[config.mk]
export PLATFORM = sky130hd
export DESIGN_NAME = srate_meter
export DESIGN_NICKNAME = d
export VERILOG_FILES = /design/src/rtl/srm_pkg.sv /design/src/rtl/srm_ctrl.sv /design/src/rtl/srm_datapath.sv /design/src/rtl/srm_classify.sv /design/src/rtl/srate_meter.sv
export SDC_FILE = /design/constraint.sdc
export NUM_CORES = 1
export LEC_CHECK = 0
export BUFFER_PORTS_ARGS = -buffer_cell sky130_fd_sc_hd__clkbuf_2
export CORE_MARGIN = 3
export CORE_UTILIZATION = 50
export DETAILED_ROUTE_END_ITERATION = 10
export GPL_ROUTABILITY_DRIVEN = 0
export PLACE_DENSITY_LB_ADDON = 0.05
export SETUP_SLACK_MARGIN = 0.02
export SLEW_MARGIN = 20
export SYNTH_ARGS = -nofsm -noshare
export SYNTH_HDL_FRONTEND = slang
export SYNTH_SLANG_ARGS = --single-unit
[constraint.sdc]
create_clock -name clk -period 11.3 [get_ports clk]
set_input_delay 3.39 -clock clk [delete_from_list [all_inputs] [get_ports clk]]
set_output_delay 3.39 -clock clk [all_outputs]
set_load 0.05 [all_outputs]
[src/rtl/srm_pkg.sv]
`timescale 1ns/1ps
package srm_pkg;

  localparam int NUM_CLASS = 15;
  localparam int CODE_W    = 4;
  localparam int HZ_W      = 18;

  // Standard rate, in Hz, for each code (ascending rate order).
  function automatic int unsigned classHz(input int code);
    case (code)
      1:  return 8000;
      2:  return 11025;
      3:  return 12000;
      4:  return 16000;
      5:  return 22050;
      6:  return 24000;
      7:  return 32000;
      8:  return 44100;
      9:  return 48000;
      10: return 64000;
      11: return 88200;
      12: return 96000;
      13: return 128000;
      14: return 176400;
      15: return 192000;
      default: return 0;
    endcase
  endfunction

  // Frequency the measured value must strictly exceed to reach this code.
  function automatic int unsigned classFloor(input int code);
    case (code)
      1:  return 7000;
      2:  return 9512;
      3:  return 11512;
      4:  return 14000;
      5:  return 19025;
      6:  return 23025;
      7:  return 28000;
      8:  return 38050;
      9:  return 46050;
      10: return 56000;
      11: return 76100;
      12: return 92100;
      13: return 112000;
      14: return 152200;
      15: return 184200;
      default: return 32'hFFFF_FFFF;
    endcase
  endfunction

  // floor(mclk / t) > floor  <=>  t <= floor(mclk / (floor + 1))
  function automatic int unsigned classMaxTicks(input int unsigned mclk, input int code);
    return mclk / (classFloor(code) + 1);
  endfunction

  typedef struct packed {
    logic clear;    // zero counter and held result
    logic restart;  // start a new period count at 1
    logic load;     // copy running count into held result
  } dpCtl_t;

  typedef enum logic [1:0] {
    ST_SETTLE = 2'd0,
    ST_ARM    = 2'd1,
    ST_MEAS   = 2'd2
  } mState_t;

endpackage

[src/rtl/srm_ctrl.sv]
`timescale 1ns/1ps
module srm_ctrl
  import srm_pkg::*;
#(
  parameter int NUM_IN        = 2,
  parameter int SETTLE_CYCLES = 14112,
  localparam int SEL_W        = (NUM_IN > 1) ? $clog2(NUM_IN) : 1
) (
  input  logic              clk,
  input  logic              rstN,
  input  logic [NUM_IN-1:0] frameSync,
  input  logic [NUM_IN-1:0] clkPresent,
  input  logic [NUM_IN-1:0] dataPresent,
  input  logic [SEL_W-1:0]  srcSel,
  input  logic              freeze,
  input  logic              cntSat,
  output dpCtl_t            ctl,
  output logic              valid
);

  localparam int TMR_W = (SETTLE_CYCLES > 1) ? $clog2(SETTLE_CYCLES) : 1;
  localparam logic [TMR_W-1:0] TMR_LAST = TMR_W'(SETTLE_CYCLES - 1);

  mState_t          state, stateD;
  logic [TMR_W-1:0] tmr, tmrD;
  logic [SEL_W-1:0] selQ;
  logic             validD;
  logic             selPulse, present, selChange;

  assign selPulse  = frameSync[srcSel];
  assign present   = clkPresent[srcSel] & dataPresent[srcSel];
  assign selChange = (srcSel != selQ);

  always_comb begin
    ctl    = '0;
    stateD = state;
    tmrD   = tmr;
    validD = valid;
    if (!present || selChange) begin
      ctl.clear = 1'b1;
      stateD    = ST_SETTLE;
      tmrD      = '0;
      validD    = 1'b0;
    end else begin
      case (state)
        ST_SETTLE: begin
          if (tmr == TMR_LAST) stateD = ST_ARM;
          else                 tmrD   = tmr + TMR_W'(1);
        end
        ST_ARM: begin
          if (selPulse) begin
            ctl.restart = 1'b1;
            stateD      = ST_MEAS;
          end
        end
        ST_MEAS: begin
          if (selPulse) begin
            ctl.restart = 1'b1;
            ctl.load    = !freeze;
            if (!freeze) validD = 1'b1;
          end else if (cntSat) begin
            ctl.load = !freeze;
            if (!freeze) validD = 1'b1;
          end
        end
        default: stateD = ST_SETTLE;
      endcase
    end
  end

  always_ff @(posedge clk) begin
    if (!rstN) begin
      state <= ST_SETTLE;
      tmr   <= '0;
      selQ  <= '0;
      valid <= 1'b0;
    end else begin
      state <= stateD;
      tmr   <= tmrD;
      selQ  <= srcSel;
      valid <= validD;
    end
  end

endmodule

[src/rtl/srm_datapath.sv]
`timescale 1ns/1ps
module srm_datapath
  import srm_pkg::*;
#(
  parameter int CNT_W = 10
) (
  input  logic             clk,
  input  logic             rstN,
  input  dpCtl_t           ctl,
  output logic [CNT_W-1:0] meas,
  output logic             cntSat
);

  localparam logic [CNT_W-1:0] CNT_MAX = '1;

  logic [CNT_W-1:0] cnt;

  assign cntSat = (cnt == CNT_MAX);

  always_ff @(posedge clk) begin
    if (!rstN) begin
      cnt  <= '0;
      meas <= '0;
    end else if (ctl.clear) begin
      cnt  <= '0;
      meas <= '0;
    end else begin
      if (ctl.load) meas <= cnt;
      if (ctl.restart)  cnt <= CNT_W'(1);
      else if (!cntSat) cnt <= cnt + CNT_W'(1);
    end
  end

endmodule

[src/rtl/srm_classify.sv]
`timescale 1ns/1ps
module srm_classify
  import srm_pkg::*;
#(
  parameter int          CNT_W   = 10,
  parameter int unsigned MCLK_HZ = 28224000
) (
  input  logic [CNT_W-1:0]  ticks,
  output logic [CODE_W-1:0] code,
  output logic [HZ_W-1:0]   hz
);

  localparam logic [CNT_W-1:0] CNT_MAX = '1;

  logic             usable;
  logic [NUM_CLASS-1:0] hit;

  assign usable = (ticks != '0) && (ticks != CNT_MAX);

  // Limits shrink as the rate rises, so the hits form a prefix and
  // their population count is the code.
  for (genvar c = 1; c <= NUM_CLASS; c++) begin : g_band
    localparam int unsigned LIM = classMaxTicks(MCLK_HZ, c);
    assign hit[c-1] = usable && (32'(ticks) <= LIM);
  end

  always_comb begin
    code = '0;
    for (int i = 0; i < NUM_CLASS; i++) code = code + CODE_W'(hit[i]);
    hz = HZ_W'(classHz(int'(code)));
  end

endmodule

[src/rtl/srate_meter.sv]
`timescale 1ns/1ps
module srate_meter
  import srm_pkg::*;
#(
  parameter int          NUM_IN        = 2,
  parameter int          CNT_W         = 10,
  parameter int unsigned MCLK_HZ       = 28224000,
  parameter int          SETTLE_CYCLES = 14112,
  localparam int         SEL_W         = (NUM_IN > 1) ? $clog2(NUM_IN) : 1
) (
  input  logic              clk,
  input  logic              rstN,
  input  logic [NUM_IN-1:0] frameSync,
  input  logic [NUM_IN-1:0] clkPresent,
  input  logic [NUM_IN-1:0] dataPresent,
  input  logic [SEL_W-1:0]  srcSel,
  input  logic              freeze,
  output logic [CNT_W-1:0]  tickCount,
  output logic [3:0]        rateCode,
  output logic [17:0]       rateHz,
  output logic              rateValid
);

  dpCtl_t ctl;
  logic   cntSat;

  srm_ctrl #(.NUM_IN(NUM_IN), .SETTLE_CYCLES(SETTLE_CYCLES)) u_ctrl (
    .clk(clk), .rstN(rstN), .frameSync(frameSync), .clkPresent(clkPresent),
    .dataPresent(dataPresent), .srcSel(srcSel), .freeze(freeze),
    .cntSat(cntSat), .ctl(ctl), .valid(rateValid)
  );

  srm_datapath #(.CNT_W(CNT_W)) u_dp (
    .clk(clk), .rstN(rstN), .ctl(ctl), .meas(tickCount), .cntSat(cntSat)
  );

  srm_classify #(.CNT_W(CNT_W), .MCLK_HZ(MCLK_HZ)) u_cls (
    .ticks(tickCount), .code(rateCode), .hz(rateHz)
  );

endmodule

==> flow_summary_export.csv, run 1 <==
group,metric,value,unit
synthesis,synth_fp_nets,371,
die,core.rowCount,25,
die,die_x,78.91,um
sta,finalCriticalPeriod,8.619,ns
global_route,grt_pass1_wl,10.72,mm
route,drtIter0Drc,120,
die,io_pins,43,
synthesis,synth_area,2658,um2
setup_path,slowest_delay,0.54,ns
clocking,hold_buffers,0,
power,peakVddDrop,0.00006974,V
synthesis,yosys.area.top_type,"dfxtp_1",
placement,hpwl,4.528,mm
clocking,htree_levels,2,
synthesis,synth-main-ff-cell,"dfxtp_1",
synthesis,synthTopCellsByArea,"dfxtp_1 29%, ha_1 7.1%, a21oi_1 5.5%",
route,vias_per_cell,5.732,
sta,skew,0.002668,ns
sta,tightest_slew,0.7221,ns
global_route,grt_antenna_before_repair,0,
final_layout,nFillCells,474,
power,p_leak,0.001241,uW
setup_path,critPathSlowestCell,"fa_1",
setup_path,start_kind,"flop",
final_layout,final_layout_size_suffix_gt1_share,16.71,%
power,netSwitchingPower,50.20,uW
power,pwr_density_cell,82.20,nW/um2
clocking,clock_latency,0.28,ns
setup_path,cp_data_arrival_time,5.23,ns
power,p_clk_share,43.0,%
final_layout,ff_latch_area,760.7,um2
sta,whs,0.4787,ns
setup_path,path_max_fanout,10,
sta,drv_slew,0,
synthesis,avgSynthCellArea,7.793,um2
route,wl_per_cell,13.61,um
final_layout,syn_to_final_growth,13.84,%
final_layout,fin_cells,444,
clocking,cts_sinks,38,
synthesis,synth_enable_flop_cells,0,
synthesis,syn_inst,341,
die,die_area,6226,um2
clocking,post_cts_resized,0,
clocking,cts_inserted_buffers,5,
min_path,hold_path.class,"reg -> reg",
die,die_height,78.91,um
power,switching_share,20.19,%
setup_path,crit_top_cell,"inv_1",
global_route,grt_start_max_net_pins,28,
die,start_util,53.77,%
sta,finalSetupViolCount,0,
synthesis,synth_commonest_cells,"38 x dfxtp_1, 38 x nor2_1, 30 x nand2_1",
run_status,status,"complete, no violations",
clocking,clockRootBuffer,"clkbuf_8",
final_layout,final_nets,406,
sta,rsz0062_at_grt,"false",
sta,tns,0,ns
sta,relSlewSlack,51.57,%
synthesis,synth_top_area_share,28.63,%
power,intPower,198.5,uW
sta,hold_viol_final,0,
clocking,clk_path_buf_depth,2,
setup_path,endpoint_kind,"primary output",
route,first_pass_iters,4,
placement,portBuffers,42,
synthesis,synth_cell_type_count,53,
route,drc_errors,0,
synthesis,seq_area_frac_synth,28.63,%
synthesis,yosys_warnings,0,
power,pwr-share-comb,2.9,%
global_route,grt_pass1_vias,2416,
global_route,grt_usage,20.59,%
global_route,overflow,0,
synthesis,async_flop_share,0,%
clocking,clkTransAtPathRegs,0.07,ns
final_layout,multi_input_comb_area,1785,um2
route,routed_wl,6.045,mm
sta,clock.fmax,0.1160,GHz
power,seq_power_share,54.2,%
synthesis,synth-seq-cells,38,
job,max_cap_violations,0,
placement,placedCellCount,436,
sta,finalCritPeriodShare,76.27,%
final_layout,diodes,0,
setup_path,cp_cell_sequence,"nor2_1, and4_1, a21oi_1, o21a_1, fa_1, inv_1, fa_1, fa_1, inv_1, ha_1, inv_1, fa_1, inv_1, ha_1, inv_1, nor2_1, a21oi_1, mux2_2, clkbuf_2",
setup_path,path_class,"reg -> out",
route,vias,2545,
clocking,cts_setup_buffers,0,
clocking,cts_tree,"built",
setup_path,cp.required,7.91,ns
route,antenna_left,0,
die,core,4942,um2
routing by layer:
metal | share of wire, % | GRT usage [%] | vias up
met1 | 48 | 26.66 | 1187
met4 | 0.68 | 5.498 | 0
met2 | 48 | 34.89 | 42
met5 | 0 | 0 | -
met3 | 3.7 | 4.195 | 6
li1 | - | - | 1310
layout by cell type (no fill, tap or decap), types with 6 or more instances in the layout:
cell | synthesis | layout
clkbuf_2 | 0 | 42
nor2_1 | 38 | 38
dfxtp_1 | 38 | 38
nand2_1 | 30 | 30
a21oi_1 | 29 | 29
o21ai_0 | 24 | 24
nand3_1 | 23 | 23
inv_1 | 16 | 16
ha_1 | 15 | 15
xor2_1 | 10 | 10
and4_1 | 8 | 8
clkbuf_8 | 0 | 8
nor3_1 | 7 | 7
a211oi_1 | 7 | 7
nand4_1 | 6 | 6
mux2i_1 | 6 | 6
critical path: cells and delay by family, from the launching register on:
kind	cells	cell delay, ns
AOI/OAI and AO/OA	3	0.57
adders and majority gates	6	2.32
buffers and inverters	6	0.68
DFF	1	0.51
muxes	1	0.27
and+or+nand+nor	3	0.59
path summary, 6_finish.rpt:
path / start / endpoint / slack, ns / cells past startpoint
min reg2reg: u_ctrl.valid$_SDFFE_PP0P_ / u_ctrl.valid$_SDFFE_PP0P_ / 0.48 / 2
max reg2reg: u_dp.cnt[0]$_SDFFE_PP0P_ / u_dp.meas[4]$_SDFFE_PP0P_ / 9.28 / 5
max: u_dp.meas[9]$_SDFFE_PP0P_ / rateHz[14] / 2.68 / 19
min: u_ctrl.valid$_SDFFE_PP0P_ / u_ctrl.valid$_SDFFE_PP0P_ / 0.48 / 2
area by class of cell:
class / count / share of cell area (%)
multi-input combinational: 270 / 59.02
tap: 67 / 2.771
clock buffer: 8 / 3.639
inverter: 18 / 2.233
timing repair buffer: 43 / 7.196
sequential: 38 / 25.14
power by group through the flow:
| stage | logic (uW) | clock network, uW | registers (uW) |
|---|---|---|---|
| after floorplan | 4.09 | 0 | 138 |
| after global placement | 6.80 | 0 | 138 |
| after detailed placement | 6.84 | 0 | 138 |
| after CTS | 6.86 | 109 | 135 |
| after global routing | 8.18 | 115 | 135 |
| final | 7.14 | 107 | 135 |
per-stage QoR:
step                setup WS (ns)  util (%)  instance area, um2  power (uW)
CTS                         2.704     60.96                3013       250.5
detailed placement          3.036     58.73                2903       144.6
global route                2.318     61.22                3025       258.0
finish                      2.681     61.22                3025       248.7
floorplan                   2.281         -                2658       141.7
global placement            3.198     58.73                2903       144.6
logic make-up (layout without fill, tap and decap cells):
group / Yosys count / after routing / share of synthesized area, %
fa+ha+maj: 20 / 20 / 10.83
simple gates: 140 / 140 / 27.26
mux: 7 / 7 / 2.684
buf+inv: 33 / 69 / 4.802
flops: 38 / 38 / 28.63
compound gates: 92 / 92 / 22.18
xor+xnor: 11 / 11 / 3.625
sequential cells by signal, indices dropped and copies added, names as in the netlist:
signal,flops
u_ctrl.tmr,14
u_dp.cnt,10
u_dp.meas,10
u_ctrl.state,2
u_ctrl.selQ,1
u_ctrl.valid,1
Power figures use the tool's default switching activity.
==> run 2, diff against run 1 <==
ABC_AREA = 1   (was unset)
clock period = 8.45 ns   (was 11.3 ns; I/O delays follow)
==> run 2 against run 1 <==
- synthesized cell count is 40% higher
- register-to-register slack worse by 2.7 ns
- total power is 25% higher
- area after synthesis is 11% higher
==> flow_summary_export.csv, run 2 <==
group,metric,value,unit
run_status,status,"complete, no violations",
min_path,hold-path-cell-count,2,
clocking,clockRootBuffer,"clkbuf_8",
route,antenna_left,0,
global_route,top_usage_layer,"met2",
final_layout,layout_commonest_cell,"nand2_1",
synthesis,seq_area_frac_synth,25.68,%
sta,clock.fmax,0.1298,GHz
setup_path,start_kind,"flop",
final_layout,syn_to_final_growth,10.98,%
die,core,5608,um2
synthesis,async_flop_share,0,%
die,die_area,6886,um2
placement,hpwl,5.062,mm
sta,tns,0,ns
synthesis,synth_commonest_cells,"140 x nand2_1, 77 x nor2_1, 67 x inv_1",
clocking,htree_levels,2,
sta,finalSetupViolCount,0,
setup_path,path_class,"reg -> out",
final_layout,final_layout_size_suffix_gt1_share,12.72,%
route,vias,2947,
power,seq_power_share,58.0,%
setup_path,cp.required,5.92,ns
placement,dpl_cell_area,3202,um2
setup_path,crit_buf_inv,8,
setup_path,reg2reg_to,"u_ctrl.tmr[0]$_SDFFE_PP0P_",
setup_path,slowest_delay,0.53,ns
setup_path,cp_data_arrival_time,5.17,ns
synthesis,syn_inst,478,
sta,whs,0.4501,ns
route,wl_per_cell,11.05,um
power,pwr-share-comb,2.2,%
min_path,hold_end,"u_ctrl.valid$_SDFFE_PP0P_",
die,die_height,82.98,um
clocking,cts_tree,"built",
synthesis,yosys.area.top_type,"dfxtp_1",
synthesis,synth_top_area_share,25.68,%
power,p_leak,0.001673,uW
global_route,grt_util_met2,35.57,%
die,start_util,52.83,%
clocking,cts_setup_buffers,0,
route,first_pass_iters,6,
synthesis,synth_enable_flop_cells,0,
die,core.rowCount,27,
synthesis,synth_most_common_cell,"nand2_1",
min_path,hold_path.class,"reg -> reg",
power,p_clk_share,39.8,%
final_layout,design_area,3288,um2
sta,rsz0062_at_grt,"false",
final_layout,layout_common_cells,"140 x nand2_1, 77 x nor2_1, 67 x inv_1",
route,routed_wl,6.530,mm
synthesis,synth-main-ff-cell,"dfxtp_1",
power,switching_share,22.58,%
global_route,grt_start_max_net_pins,20,
final_layout,largest_reg_flops,14,
clocking,clock_latency,0.29,ns
setup_path,r2r.worst_path.cells,7,
sta,finalCriticalPeriod,7.707,ns
synthesis,synthTopCellsByArea,"dfxtp_1 26%, nand2_1 18%, nor2_1 9.8%",
power,intPower,240.4,uW
sta,fin_ws,0.7433,ns
global_route,grt_usage,19.93,%
global_route,grt.met3_usage,3.869,%
synthesis,yosys_warnings,0,
clocking,clkTransAtPathRegs,0.08,ns
clocking,clk_path_buf_depth,2,
final_layout,final_nets,548,
setup_path,path_delay_family,"adder cells",
global_route,grt_antenna_before_repair,0,
final_layout,nFillCells,570,
global_route,use_met1,23.40,%
placement,pre_cts_slack,1.111,ns
global_route,overflow,0,
sta,relSlewSlack,54.11,%
clocking,post_cts_resized,0,
final_layout,diodes,0,
synthesis,synth-seq-cells,38,
setup_path,path_max_fanout,14,
sta,finalCritPeriodShare,91.20,%
die,io_pins,43,
setup_path,crit_top_cell,"inv_1",
die,die_x,82.98,um
clocking,cts_sinks,38,
route,drtIter0Drc,94,
final_layout,largest-register,"u_ctrl.tmr",
clocking,hold_buffers,0,
min_path,min-delay-start,"u_ctrl.valid$_SDFFE_PP0P_",
power,pwr_density_cell,94.41,nW/um2
synthesis,synth_cell_type_count,32,
global_route,grt_pass1_vias,2814,
setup_path,rr_startpoint,"u_ctrl.selQ$_SDFF_PN0_",
setup_path,critPathSlowestCell,"fa_1",
synthesis,avgSynthCellArea,6.198,um2
sta,skew,0.01202,ns
global_route,grt_pass1_wl,11.83,mm
power,netSwitchingPower,70.09,uW
sta,tightest_slew,0.6866,ns
sta,drv_slew,0,
job,max_cap_violations,0,
power,peakVddDrop,0.00007056,V
route,drc_errors,0,
final_layout,top_regs,"u_ctrl.tmr: 14 flops, u_dp.cnt: 10 flops, u_dp.meas: 10 flops",
synthesis,synth_fp_nets,508,
setup_path,endpoint_kind,"primary output",
setup_path,r2r_setup_slack,6.58,ns
clocking,cts_inserted_buffers,5,
route,vias_per_cell,4.986,
sta,hold_viol_final,0,
synthesis,synth_area,2963,um2
placement,portBuffers,42,
## run 2: how the worst max path moves through the flow
stage	from	end	slack, ns	cells after the start
final	u_dp.meas[9]$_SDFFE_PP0P_	rateHz[6]	0.74	25
after CTS	u_dp.meas[8]$_SDFFE_PP0P_	rateHz[6]	0.76	25
after detailed placement	u_dp.meas[9]$_SDFFE_PP0P_	rateHz[6]	1.11	25
after floorplan	u_dp.meas[7]$_SDFFE_PP0P_	rateHz[13]	0.21	19
after global placement	u_dp.meas[9]$_SDFFE_PP0P_	rateHz[6]	1.24	25
after global routing	u_dp.meas[8]$_SDFFE_PP0P_	rateHz[15]	0.30	23
## run 2: cell families (layout without fill, tap and decap cells)
| family | after synthesis | in the layout | share of synthesized area (%) |
|---|---|---|---|
| and+or+nand+nor | 272 | 272 | 39.70 |
| xor gates and xnor gates | 9 | 9 | 2.661 |
| buffers and inverters | 77 | 118 | 10.68 |
| AOI/OAI and AO/OA | 62 | 62 | 11.57 |
| DFF | 38 | 38 | 25.68 |
| adders and majority gates | 20 | 20 | 9.713 |
## run 2: metal layers
metal	vias up	wire, um
li1	1586	-
met1	1281	2981
met2	68	3114
met3	12	283
met4	0	151
met5	-	0
## run 2: power by group through the flow
stage                     logic (uW)  registers, uW  clock network, uW
after detailed placement        7.00            184                  0
after floorplan                 4.15            184                  0
final                           6.92            180                123
after global placement          6.92            184                  0
after global routing            8.17            180                134
after CTS                       7.02            180                128
## run 2: area by class of cell
| cell class | instances | area [um2] | area share [%] |
|---|---|---|---|
| inverters | 68 | 255.2 | 7.763 |
| well taps | 72 | 90.09 | 2.740 |
| flip-flops and latches | 38 | 760.7 | 23.14 |
| clock buffers | 6 | 72.57 | 2.207 |
| multi-input cells | 363 | 1886 | 57.34 |
| clock inverters | 2 | 13.76 | 0.4186 |
| repair buffers | 42 | 210.2 | 6.393 |
## run 2: through the flow
| stage | utilization (%) | cells | total power [uW] |
|---|---|---|---|
| 4_1_cts | 58.63 | 591 | 315.1 |
| 3_3_place_gp | 57.10 | 583 | 191.2 |
| 6_report | 58.63 | 591 | 310.4 |
| 2_1_floorplan | - | 478 | 188.3 |
| 3_5_place_dp | 57.10 | 583 | 191.3 |
| 5_1_grt | 58.63 | 591 | 322.3 |
## run 2: worst register-to-register path: cells and delay by family (launching register included)
| family | cells | cell delay (ns) |
|---|---|---|
| compound gates | 1 | 0.17 |
| buf+inv | 1 | 0.51 |
| flops | 1 | 0.32 |
| simple gates | 5 | 0.79 |
